### src/rtl/fxp_mac_pkg.sv
package fxp_mac_pkg;
  // accumulator width: full product plus one guard bit per count bit
  function automatic int acc_width(input int x_w, input int y_w, input int cnt_w);
    return x_w + y_w + cnt_w;
  endfunction
endpackage

### src/rtl/fxp_mul.sv
module fxp_mul #(
  parameter int X_W = 8,
  parameter int Y_W = 8,
  localparam int P_W = X_W + Y_W
) (
  input  logic signed [X_W-1:0] a_i,
  input  logic signed [Y_W-1:0] b_i,
  output logic signed [P_W-1:0] prod_o
);
  logic signed [P_W-1:0] a_ext, b_ext;
  always_comb begin
    a_ext  = P_W'(a_i);
    b_ext  = P_W'(b_i);
    prod_o = a_ext * b_ext;
  end
endmodule

### src/rtl/mac_accum.sv
module mac_accum #(
  parameter int P_W   = 16,
  parameter int ACC_W = 26
) (
  input  logic                    clk_i,
  input  logic                    rst_ni,
  input  logic                    en_i,
  input  logic signed [P_W-1:0]   prod_i,
  output logic signed [ACC_W-1:0] acc_o
);
  logic signed [ACC_W-1:0] prod_ext;
  assign prod_ext = {{(ACC_W-P_W){prod_i[P_W-1]}}, prod_i};

  always_ff @(posedge clk_i or negedge rst_ni) begin
    if (!rst_ni)   acc_o <= '0;
    else if (en_i) acc_o <= acc_o + prod_ext;
  end
endmodule

### src/rtl/run_counter.sv
module run_counter #(
  parameter int CNT_W = 10
) (
  input  logic             clk_i,
  input  logic             rst_ni,
  input  logic [CNT_W-1:0] n_i,
  output logic             en_o,
  output logic             done_o
);
  logic [CNT_W-1:0] cnt_q;
  logic [CNT_W:0]   cnt_inc;
  logic             n_zero;

  assign n_zero  = (n_i == '0);
  assign cnt_inc = {1'b0, cnt_q} + 1'b1;
  assign en_o    = !done_o && !n_zero;

  always_ff @(posedge clk_i or negedge rst_ni) begin
    if (!rst_ni) begin
      cnt_q  <= '0;
      done_o <= 1'b0;
    end else if (!done_o) begin
      if (n_zero) begin
        done_o <= 1'b1;
      end else begin
        cnt_q  <= cnt_inc[CNT_W-1:0];
        done_o <= (cnt_inc == {1'b0, n_i});
      end
    end
  end
endmodule

### src/rtl/fxp_mac_count.sv
module fxp_mac_count
  import fxp_mac_pkg::*;
#(
  parameter int X_W   = 8,
  parameter int Y_W   = 8,
  parameter int CNT_W = 10,
  localparam int P_W   = X_W + Y_W,
  localparam int ACC_W = acc_width(X_W, Y_W, CNT_W)
) (
  input  logic             clk_i,
  input  logic             rst_ni,
  input  logic [X_W-1:0]   x_i,
  input  logic [Y_W-1:0]   y_i,
  input  logic [CNT_W-1:0] n_i,
  output logic [ACC_W-1:0] mac_o,
  output logic             ready_o
);
  logic signed [P_W-1:0]   prod;
  logic signed [ACC_W-1:0] acc;
  logic                    acc_en;

  fxp_mul #(.X_W(X_W), .Y_W(Y_W)) u_mul (
    .a_i   ($signed(x_i)),
    .b_i   ($signed(y_i)),
    .prod_o(prod)
  );

  run_counter #(.CNT_W(CNT_W)) u_cnt (
    .clk_i (clk_i),
    .rst_ni(rst_ni),
    .n_i   (n_i),
    .en_o  (acc_en),
    .done_o(ready_o)
  );

  mac_accum #(.P_W(P_W), .ACC_W(ACC_W)) u_acc (
    .clk_i (clk_i),
    .rst_ni(rst_ni),
    .en_i  (acc_en),
    .prod_i(prod),
    .acc_o (acc)
  );

  assign mac_o = acc;
endmodule

### config.mk
export PLATFORM = sky130hd
export DESIGN_NAME = fxp_mac_count
export DESIGN_NICKNAME = d
export VERILOG_FILES = /design/src/rtl/fxp_mac_pkg.sv /design/src/rtl/fxp_mul.sv /design/src/rtl/mac_accum.sv /design/src/rtl/run_counter.sv /design/src/rtl/fxp_mac_count.sv
export SDC_FILE = /design/constraint.sdc
export NUM_CORES = 1
export LEC_CHECK = 0
export BUFFER_PORTS_ARGS = -buffer_cell sky130_fd_sc_hd__buf_4
export CORE_MARGIN = 4
export CORE_UTILIZATION = 62
export CTS_CLUSTER_SIZE = 8
export DETAILED_ROUTE_END_ITERATION = 16
export GPL_ROUTABILITY_DRIVEN = 1
export PLACE_DENSITY_LB_ADDON = 0.05
export SLEW_MARGIN = 20
export SYNTH_ARGS = -nofsm -noshare
export SYNTH_HDL_FRONTEND = slang
export SYNTH_SLANG_ARGS = --single-unit
### constraint.sdc
create_clock -name clk_i -period 6 [get_ports clk_i]
set_input_delay 0.3 -clock clk_i [delete_from_list [all_inputs] [get_ports clk_i]]
set_output_delay 0.3 -clock clk_i [all_outputs]
set_load 0.005 [all_outputs]
==> results.sh <==
export IMPL_setup_viol=0
export IMPL_worst_slew_pin_slew_ns=0.514
export IMPL_grt_setup_unrepaired="false"
export IMPL_ios=55
export IMPL_routed_wl_mm=12.1
export IMPL_path_depth=16
export IMPL_htreeDepth=2
export IMPL_cts_num_sinks=37
export IMPL_fp_coreArea_um2=9280
export IMPL_fmax_ghz=0.203
export IMPL_ys_seq_elements=37
export IMPL_path_cells="buf_4 -> nand2_1 -> fa_1 -> fa_1 -> inv_1 -> fa_1 -> fa_1 -> ha_1 -> ha_1 -> a21oi_1 -> o21ai_2 -> a2111oi_2 -> a21oi_2 -> o22ai_2 -> xor2_1 -> o21ai_1"
export IMPL_skew_ns=0.00850
export IMPL_cp_required_ns=6.16
export IMPL_setup_tns_ns=0
export IMPL_reg2reg_slack_ns=1.13
export IMPL_dr_pass1_iters=4
export IMPL_die_h_um=106
export IMPL_status="finished clean"
export IMPL_antenna_found_initial=0
export IMPL_synth_common_cells="110 x fa_1, 78 x inv_1, 74 x nand2_1"
export IMPL_worst_slack_ns=1.07
export IMPL_period_share_pct=82.1
export IMPL_rows=35
export IMPL_grt_ovfl_total=0
export IMPL_worstSetupStartpoint="x_i[7]"
export IMPL_worst_setup_path_type="input port to flop"
export IMPL_synth_nets=781
export IMPL_yosys_warnings=0
export IMPL_dr_total_vias=4155
export IMPL_max_slew_margin_rel_pct=65.6
export IMPL_cp_common_cell="fa_1"
export IMPL_hpwl_mm=10.2
export IMPL_drt_wirelength_per_cell_um=15.7
export IMPL_period_needed_ns=4.93
export IMPL_grt_usage_pct=24.2
export IMPL_layout_nets=841
export IMPL_fp_dieArea_um2=11200
export IMPL_syn_area_per_cell_um2=10.2
export IMPL_ys_flop_type="dfrtp_1"
export IMPL_grt_start_max_net_pins=46
export IMPL_drv_slew=0
export IMPL_ys_types=46
export IMPL_async_flop_share_pct=100
export IMPL_crit_slowest_cell="fa_1"
export IMPL_clk_pin_slew_ns=0.07
export IMPL_rr_worst_depth=17
export IMPL_path_max_fanout=9
export IMPL_layout_drive_gt1_share_pct=12.0
export IMPL_grt_pass1_wl_mm=21.9
export IMPL_io_buffers=54
export IMPL_cp_top_family="adder cells"
export IMPL_antenna_left=0
export IMPL_synth_top_cell_by_area="fa_1"
export IMPL_clk_path_buf_depth=2
export IMPL_initial_utilization_pct=64.2
export IMPL_critical_path_buf_inv_count=2
export IMPL_r2r_start="u_acc.acc_o[6]$_DFFE_PN0P_"
export IMPL_cts_tree="yes"
export IMPL_drt_iter0_drc=160
export IMPL_dpl_worst_slack_ns=0.775
export IMPL_synth_top_area_share_pct=37.0
export IMPL_hold_violations=0
export IMPL_syn2layout_area_growth_pct=11.6
export IMPL_worst_ep_arrival_time_ns=5.09
export IMPL_synth_area_leaders="fa_1 37%, dfrtp_1 16%, ha_1 13%"
export IMPL_first_global_vias=4469
export IMPL_worstHoldPathType="input port to flop"
export IMPL_post_route_util_pct=71.6
export IMPL_n_antenna_cell=0
export IMPL_synthCells=582
export IMPL_synth_area_um2=5960
export IMPL_cp_slowest_stage_delay_ns=0.75
export IMPL_cts_root_buf="clkbuf_8"
export IMPL_routabilityCongestion=0.888
export IMPL_die_w_um=106
export IMPL_synth_edff_count=0
export IMPL_yosysMostFrequentCell="fa_1"
export IMPL_maxCapViolations=0
export IMPL_startpoint_type="input port"
export IMPL_cts_setup_buffers=0
export IMPL_worstSkewPairLatency_ns=0.29
export IMPL_end_kind="flop"
export IMPL_drc=0
export IMPL_ys_seq_area_share_pct=15.5
export IMPL_timing_rr_end="u_acc.acc_o[24]$_DFFE_PN0P_"
export IMPL_viasPerCell=5.38
export IMPL_numCtsBuffers=5
export IMPL_crit_path_end="u_acc.acc_o[24]$_DFFE_PN0P_"
routing by layer:
metal / vias to the layer above / global-route usage (%) / part of all wire (%)
met2: 78 / 40.5 / 50
li1: 1981 / - / -
met3: 13 / 3.22 / 4.2
met1: 2083 / 34.4 / 44
met5: - / 0 / 0
met4: 0 / 4.90 / 1.2
flip-flops by register name (all words and copies together) (netlist names):
name and cells:
u_acc.acc_o 26, u_cnt.cnt_q 10, u_cnt.done_o 1
through the flow:
stage	hold slack (ns)	area (um2)	std cells
2_1_floorplan	0.00441	5960	582
5_1_grt	0.413	6650	772
3_5_place_dp	0.308	6530	763
3_3_place_gp	0.297	6530	763
4_1_cts	0.370	6650	772
6_report	0.387	6650	772
logic make-up (layout without fill, tap and decap cells):
logic type	count (synthesis)	in the layout	synth area share, %
compound gates	80	80	9.24
xor+xnor	54	54	7.94
fa+ha+maj	171	171	49.8
buf+inv	85	146	5.40
flops	37	37	15.5
simple gates	155	155	12.1
worst reg2reg max path, cell delays in order (launching register included):
cell	delay, ns
dfrtp_1	0.36
inv_1	0.08
fa_1	0.54
inv_1	0.05
fa_1	0.49
inv_1	0.05
fa_1	0.48
inv_1	0.06
fa_1	0.43
fa_1	0.44
ha_1	0.36
and3_1	0.20
a221o_1	0.40
a31oi_4	0.26
a21oi_2	0.10
o22ai_2	0.18
xor2_1	0.16
o21ai_1	0.07
final cells by class:
cell class | instances | area [um2]
multi-input cells | 460 | 4710
fillers | 745 | 2630
flip-flops and latches | 37 | 926
repair buffers | 59 | 445
inverters | 79 | 297
well taps | 129 | 161
clock buffers | 6 | 72.6
clock inverters | 2 | 38.8
what timing repair did:
action,in CTS,in global routing
endpoints found under the hold margin,37,0
hold buffers,1,0
gates resized for setup,0,0
cells in the final DEF (no fill, tap or decap), types with 2 or more instances in the layout:
| master | n |
|---|---|
| nand3_1 | 5 |
| a21o_1 | 7 |
| o21a_1 | 5 |
| and2_1 | 38 |
| o21ai_1 | 17 |
| fa_1 | 110 |
| xnor2_1 | 35 |
| nor3_1 | 3 |
| buf_4 | 58 |
| ha_1 | 61 |
| xor2_1 | 19 |
| clkbuf_8 | 5 |
| nor4_1 | 2 |
| nor2_1 | 22 |
| a21oi_1 | 16 |
| o31ai_1 | 2 |
| a21oi_2 | 3 |
| and3_1 | 3 |
| o21ai_0 | 12 |
| a211oi_1 | 2 |
| nand4_1 | 3 |
| nand2_1 | 74 |
| a31oi_2 | 2 |
| inv_1 | 78 |
| dfrtp_1 | 37 |
worst min-delay path by stage:
stage	startpoint	to	slack, ns	cells past startpoint
global route	n_i[4]	u_cnt.done_o$_DFF_PN0_	0.41	4
floorplan	rst_ni	u_acc.acc_o[0]$_DFFE_PN0P_	0.004	0
finish	n_i[4]	u_cnt.done_o$_DFF_PN0_	0.39	4
detailed placement	rst_ni	u_acc.acc_o[0]$_DFFE_PN0P_	0.31	1
global placement	rst_ni	u_cnt.cnt_q[9]$_DFFE_PN0P_	0.30	1
CTS	n_i[4]	u_cnt.done_o$_DFF_PN0_	0.37	4
Power is not shown: default switching activity piles up to over one toggle a cycle in this logic, so the estimate is an artifact.
